### src/rtl/e1los_pkg.sv
package e1los_pkg;

    localparam int unsigned DEF_SET_RUN = 175;
    localparam int unsigned DEF_CLR_RUN = 100;
    localparam int unsigned DEF_WIN_LEN = 32;
    localparam int unsigned DEF_WIN_MIN = 4;

    typedef enum logic {
        LINK_OK   = 1'b0,
        LINK_LOST = 1'b1
    } link_e;

    typedef struct packed {
        logic pos;
        logic neg;
        logic stb;
    } rx_sym_t;

    function automatic int unsigned cnt_w(input int unsigned max_val);
        return (max_val < 2) ? 1 : $clog2(max_val + 1);
    endfunction

    function automatic rx_sym_t sym_idle();
        rx_sym_t s;
        s.pos = 1'b0;
        s.neg = 1'b0;
        s.stb = 1'b0;
        return s;
    endfunction

endpackage

### src/rtl/e1los_zero_run.sv
module e1los_zero_run
    import e1los_pkg::*;
#(
    parameter int unsigned SET_RUN = DEF_SET_RUN,
    parameter int unsigned CLR_RUN = DEF_CLR_RUN
) (
    input  logic clk,
    input  logic rst,
    input  logic bit_vld,
    input  logic mark,
    output logic set_hit,
    output logic long_run
);
    localparam int unsigned ZW = cnt_w(SET_RUN);
    localparam logic [ZW-1:0] SET_LAST = ZW'(SET_RUN - 1);
    localparam logic [ZW-1:0] CLR_LAST = ZW'(CLR_RUN - 1);
    localparam logic [ZW-1:0] SAT_VAL  = ZW'(SET_RUN);

    logic [ZW-1:0] zrun_q;
    logic          zero_bit;

    assign zero_bit = bit_vld && !mark;
    assign set_hit  = zero_bit && (zrun_q >= SET_LAST);
    assign long_run = zero_bit && (zrun_q >= CLR_LAST);

    always_ff @(posedge clk) begin
        if (rst) begin
            zrun_q <= '0;
        end else if (bit_vld) begin
            if (mark) begin
                zrun_q <= '0;
            end else if (zrun_q != SAT_VAL) begin
                zrun_q <= zrun_q + 1'b1;
            end
        end
    end


    mark_restart_chk: assert property (@(posedge clk) disable iff (rst)
        (bit_vld && mark) |=> (zrun_q == '0));


    idle_hold_chk: assert property (@(posedge clk) disable iff (rst)
        !bit_vld |=> $stable(zrun_q));

endmodule

### src/rtl/e1los_density_win.sv
module e1los_density_win
    import e1los_pkg::*;
#(
    parameter int unsigned WIN_LEN = DEF_WIN_LEN,
    parameter int unsigned WIN_MIN = DEF_WIN_MIN
) (
    input  logic clk,
    input  logic rst,
    input  logic armed,
    input  logic bit_vld,
    input  logic mark,
    input  logic long_run,
    output logic win_pass
);
    localparam int unsigned PW = cnt_w(WIN_LEN - 1);
    localparam int unsigned OW = cnt_w(WIN_MIN);
    localparam logic [PW-1:0] POS_LAST = PW'(WIN_LEN - 1);
    localparam logic [OW-1:0] ONES_OK  = OW'(WIN_MIN);

    logic [PW-1:0] pos_q;
    logic [OW-1:0] ones_q;
    logic [OW-1:0] ones_nx;
    logic          spoil_q;
    logic          last_bit;

    assign last_bit = (pos_q == POS_LAST);
    assign ones_nx  = (mark && (ones_q != ONES_OK)) ? ones_q + 1'b1 : ones_q;
    assign win_pass = armed && bit_vld && last_bit
                   && (ones_nx == ONES_OK) && !spoil_q && !long_run;

    always_ff @(posedge clk) begin
        if (rst || !armed) begin
            pos_q   <= '0;
            ones_q  <= '0;
            spoil_q <= 1'b0;
        end else if (bit_vld) begin
            if (last_bit) begin
                pos_q   <= '0;
                ones_q  <= '0;
                spoil_q <= 1'b0;
            end else begin
                pos_q   <= pos_q + 1'b1;
                ones_q  <= ones_nx;
                spoil_q <= spoil_q || long_run;
            end
        end
    end


    long_run_block_chk: assert property (@(posedge clk) disable iff (rst)
        (armed && long_run) |=> !win_pass);


    idle_window_chk: assert property (@(posedge clk) disable iff (rst)
        (armed && !bit_vld) |=> $stable(pos_q));

endmodule

### src/rtl/e1los_rx_gate.sv
module e1los_rx_gate
    import e1los_pkg::*;
(
    input  logic    clk,
    input  logic    rst,
    input  logic    bit_vld,
    input  logic    pos_i,
    input  logic    neg_i,
    input  logic    los,
    input  logic    hold,
    output rx_sym_t sym_q
);
    rx_sym_t sym_d;

    always_comb begin
        if (los && !hold) begin
            sym_d = sym_idle();
        end else begin
            sym_d.pos = pos_i && bit_vld;
            sym_d.neg = neg_i && bit_vld;
            sym_d.stb = bit_vld;
        end
    end

    always_ff @(posedge clk) begin
        if (rst) begin
            sym_q <= sym_idle();
        end else begin
            sym_q <= sym_d;
        end
    end


    forced_low_chk: assert property (@(posedge clk) disable iff (rst)
        (los && !hold) |=> (sym_q == sym_idle()));


    strobe_pass_chk: assert property (@(posedge clk) disable iff (rst)
        (bit_vld && (hold || !los)) |=> sym_q.stb);

endmodule

### src/rtl/e1_los_detector.sv
module e1_los_detector
    import e1los_pkg::*;
#(
    parameter int unsigned SET_RUN = DEF_SET_RUN,
    parameter int unsigned CLR_RUN = DEF_CLR_RUN,
    parameter int unsigned WIN_LEN = DEF_WIN_LEN,
    parameter int unsigned WIN_MIN = DEF_WIN_MIN
) (
    input  logic clk,
    input  logic rst,
    input  logic bit_vld,
    input  logic rx_pos_i,
    input  logic rx_neg_i,
    input  logic alos_i,
    input  logic pwr_down_i,
    input  logic mclk_lost_i,
    input  logic rx_hold_i,
    output logic los_o,
    output logic rx_pos_o,
    output logic rx_neg_o,
    output logic rx_stb_o
);
    logic    mark;
    logic    set_hit;
    logic    long_run;
    logic    win_pass;
    logic    armed;
    link_e   link_q;
    rx_sym_t sym;

    assign mark  = rx_pos_i || rx_neg_i;
    assign armed = (link_q == LINK_LOST);

    e1los_zero_run #(
        .SET_RUN (SET_RUN),
        .CLR_RUN (CLR_RUN)
    ) u_zrun (
        .clk      (clk),
        .rst      (rst),
        .bit_vld  (bit_vld),
        .mark     (mark),
        .set_hit  (set_hit),
        .long_run (long_run)
    );

    e1los_density_win #(
        .WIN_LEN (WIN_LEN),
        .WIN_MIN (WIN_MIN)
    ) u_win (
        .clk      (clk),
        .rst      (rst),
        .armed    (armed),
        .bit_vld  (bit_vld),
        .mark     (mark),
        .long_run (long_run),
        .win_pass (win_pass)
    );

    always_ff @(posedge clk) begin
        if (rst) begin
            link_q <= LINK_LOST;
        end else if (set_hit) begin
            link_q <= LINK_LOST;
        end else if (win_pass) begin
            link_q <= LINK_OK;
        end
    end

    assign los_o = armed || alos_i || pwr_down_i || mclk_lost_i;

    e1los_rx_gate u_gate (
        .clk     (clk),
        .rst     (rst),
        .bit_vld (bit_vld),
        .pos_i   (rx_pos_i),
        .neg_i   (rx_neg_i),
        .los     (los_o),
        .hold    (rx_hold_i),
        .sym_q   (sym)
    );

    assign rx_pos_o = sym.pos;
    assign rx_neg_o = sym.neg;
    assign rx_stb_o = sym.stb;


    reset_state_chk: assert property (@(posedge clk)
        rst |=> (armed && !rx_pos_o && !rx_neg_o && !rx_stb_o));


    clear_on_bit_chk: assert property (@(posedge clk) disable iff (rst)
        ((link_q == LINK_OK) && $past(link_q == LINK_LOST)) |-> $past(bit_vld));


    set_on_zero_chk: assert property (@(posedge clk) disable iff (rst)
        ((link_q == LINK_LOST) && $past(link_q == LINK_OK)) |-> $past(bit_vld && !mark));

endmodule

### config.mk
export PLATFORM = sky130hd
export DESIGN_NAME = e1_los_detector
export DESIGN_NICKNAME = d
export VERILOG_FILES = /design/src/rtl/e1los_pkg.sv /design/src/rtl/e1los_zero_run.sv /design/src/rtl/e1los_density_win.sv /design/src/rtl/e1los_rx_gate.sv /design/src/rtl/e1_los_detector.sv
export SDC_FILE = /design/constraint.sdc
export NUM_CORES = 1
export LEC_CHECK = 0
export BUFFER_PORTS_ARGS = -buffer_cell sky130_fd_sc_hd__buf_2
export CAP_MARGIN = 20
export CORE_MARGIN = 2
export CORE_UTILIZATION = 40
export CTS_CLUSTER_SIZE = 12
export DETAILED_ROUTE_END_ITERATION = 8
export HOLD_SLACK_MARGIN = 0.06
export SKIP_LAST_GASP = 1
export SLEW_MARGIN = 20
export SYNTH_ARGS = -nofsm -noshare
export SYNTH_HDL_FRONTEND = slang
export SYNTH_SLANG_ARGS = --single-unit
export TNS_END_PERCENT = 5
### constraint.sdc
create_clock -name clk -period 5.3 [get_ports clk]
set_input_delay 1.06 -clock clk [delete_from_list [all_inputs] [get_ports clk]]
set_output_delay 1.06 -clock clk [all_outputs]
set_load 0.01 [all_outputs]
==> metrics.csv <==
metric;value;unit
fin. max-slew vios;0;
setup bufs post-CTS;0;
crit-path cells;buf_2 > or4_1 > buf_2;
register area share after synthesis;38.4;%
final setup vio count;0;
WL final;2.02;mm
PwrDens;220;nW/um^2
asr flop ratio synth;0;%
Die Area;3170;um^2
vias;897;
Critical Path Fanout Max;2;
Reg clk slew, reported paths;0.12;ns
largest net degree at the start of global routing;16;
clock period minus worst slack;2.89;ns
Worst R2R Path Depth;7;
Leak Pwr;0.000501;uW
Final period util;54.5;%
GRT Total Usage;13.5;%
TritonCTS buffer count;3;
clock share of power;29.2;%
synthesized net count;137;
net switching power;66.3;uW
initial core utilization;43.0;%
clk sinks;21;
DR vias/cell;5.40;
Yosys warnings;0;
Routed wire per std cell;12.2;um
startpoint types;input port;
mapped cell area;1090;um^2
slowest stage delay, CP;0.52;ns
post-route setup TNS;0;ns
switching part of the total;24.8;%
syn avg cell area;8.97;um^2
post_cts resized;0;
post-synthesis instance total;122;
Slew @ Worst Pin;0.395;ns
critical path's top delay family;simple AND/OR/NAND/NOR gates;
Main synth FF type;dfxtp_1;
WHS Path Cells;2;
Clk Latency, worst-skew pair;0.31;ns
H-tree depth;1;
Detailed Place HPWL;1.51;mm
Crit. End Element;primary output;
num rows;18;
Crit-path slowest cell;or4_1;
WS Path Type;in2out;
Ports;13;
# diodes;0;
max cap viols;0;
Longest Clk Path Bufs;2;
global-route wire length before repair;3.42;mm
Peak Freq;346;MHz
Hold Buf Count CTS;0;
status;completed;
WP data arrival;1.83;ns
Nets;152;
die height;56.3;um
CTS tree;done;
endpoints failing hold;0;
hold slack;0.503;ns
drt pass-1 iters;4;
Required @ worst endpoint;4.24;ns
RSZ-0062 raised after global routing;false;
Most Frequent Cell on Critical Path;buf_2;
cell internal pwr;201;uW
DR DRC count;0;
width of the chip;56.3;um
post-route ant nets;0;
Setup Skew;0.00765;ns
vias in the first global route;775;
EDFF count, synth;0;
Sequential Power Share;61.4;%
Worst path depth;3;
Comb pwr share;9.5;%
CORE AREA;2540;um^2
drt initial violations;38;
port bufs;12;
peak supply drop;137;uV
Buf/Inv on CP;2;
initial antenna violation count;0;
Clock Root Buffer;clkbuf_4;
Hold Path Class;reg2reg;
gpl congestion;0.830;
area delta synth->final;10.7;%
FF+latch count, synth;21;
Remaining Overflow, GRT;0;
share of cells above drive strength 1;16.9;%
slew margin rel.;73.3;%
Yosys cell types;43;
==> power groups by stage <==
| stage | combinational (uW) | clock (uW) | sequential (uW) |
|---|---|---|---|
| global placement | 25.0 | 0 | 167 |
| CTS | 25.3 | 85.9 | 164 |
| finish | 25.2 | 77.9 | 164 |
| global route | 28.6 | 89.6 | 164 |
| floorplan | 17.2 | 0 | 167 |
| detailed placement | 25.1 | 0 | 167 |
==> tightest hold or removal path, cell delays in order, from the launching register on <==
cell,delay (ns)
dfxtp_1,0.35
a21oi_1,0.05
nor2_1,0.08
==> synthesized netlist by cell type (all sizes together), types with 2 or more instances <==
library cell  count  area (um^2)
a21o              2         15.0
a21oi             4         20.0
and2              4         25.0
and3              2         13.8
dfxtp            21          420
ha                6         75.1
inv               8         30.0
mux2i             5         50.1
nand2             5         18.8
nand2b            5         31.3
nand4             2         12.5
nor2             16         60.1
o21ai             6         30.0
o31ai             4         30.0
or2               2         12.5
xor2              5         43.8
==> registers in the layout, summed over array words and instances (netlist names) <==
register	cells
u_gate.sym_q	3
u_win.pos_q	5
u_win.spoil_q	1
armed	1
u_win.ones_q	3
u_zrun.zrun_q	8
==> logic make-up (layout without fill, tap and decap cells) <==
family          count (synthesis)  count (layout)  synth area share (%)
buf+inv                        10              24                  3.43
simple gates                   47              47                  24.2
xor+xnor                        6               6                  4.80
flops                          21              21                  38.4
fa+ha+maj                       6               6                  6.86
compound gates                 27              27                  17.7
mux                             5               5                  4.57
==> per-stage QoR <==
step / total power [uW] / utilization [%] / instances / setup WS (ns) / instance area (um^2)
3_5_place_dp: 193 / 46.6 / 162 / 2.41 / 1180
6_report: 267 / 47.6 / 166 / 2.41 / 1210
2_1_floorplan: 184 / - / 122 / 2.61 / 1090
5_1_grt: 283 / 47.6 / 166 / 2.38 / 1210
3_3_place_gp: 192 / 46.6 / 162 / 2.42 / 1180
4_1_cts: 275 / 47.6 / 166 / 2.40 / 1210
==> final timing paths <==
| check | from | end | slack (ns) |
|---|---|---|---|
| hold reg to reg | u_win.spoil_q$_SDFFE_PP0P_ | u_win.spoil_q$_SDFFE_PP0P_ | 0.50 |
| hold / removal | u_win.spoil_q$_SDFFE_PP0P_ | u_win.spoil_q$_SDFFE_PP0P_ | 0.50 |
| setup / recovery | alos_i | los_o | 2.41 |
| setup reg to reg | u_win.pos_q[0]$_SDFFE_PP0P_ | armed$_SDFFE_PP1P_ | 3.19 |
==> cell type report <==
class,instances,area [um^2]
multi-input combinational,91,637
timing repair buffer,12,60.1
tap,30,37.5
inverter,8,30.0
sequential,21,420
clock inverter,1,5.00
clock buffer,3,22.5
fill,235,1330
==> routing by layer <==
layer  vias up  routed length (um)  GRT usage, %
met5         -                   0             0
met4         0                  49          7.14
met3         5                  86          2.30
met2        25                 821          19.0
met1       398                1060          19.5
li1        469                   -             -
==> cell usage in the layout (no fill, tap or decap), drive strengths merged, types with 2 or more instances in the layout <==
master,Yosys,layout
xor2,5,5
a21o,2,2
a21oi,4,4
o31ai,4,4
o21ai,6,6
nor2,16,16
nand2,5,5
ha,6,6
inv,8,8
nand2b,5,5
nand4,2,2
clkbuf,1,3
mux2i,5,5
and2,4,4
buf,1,12
dfxtp,21,21
and3,2,2
or2,2,2
No activity file was read; power rests on OpenSTA's default activity.
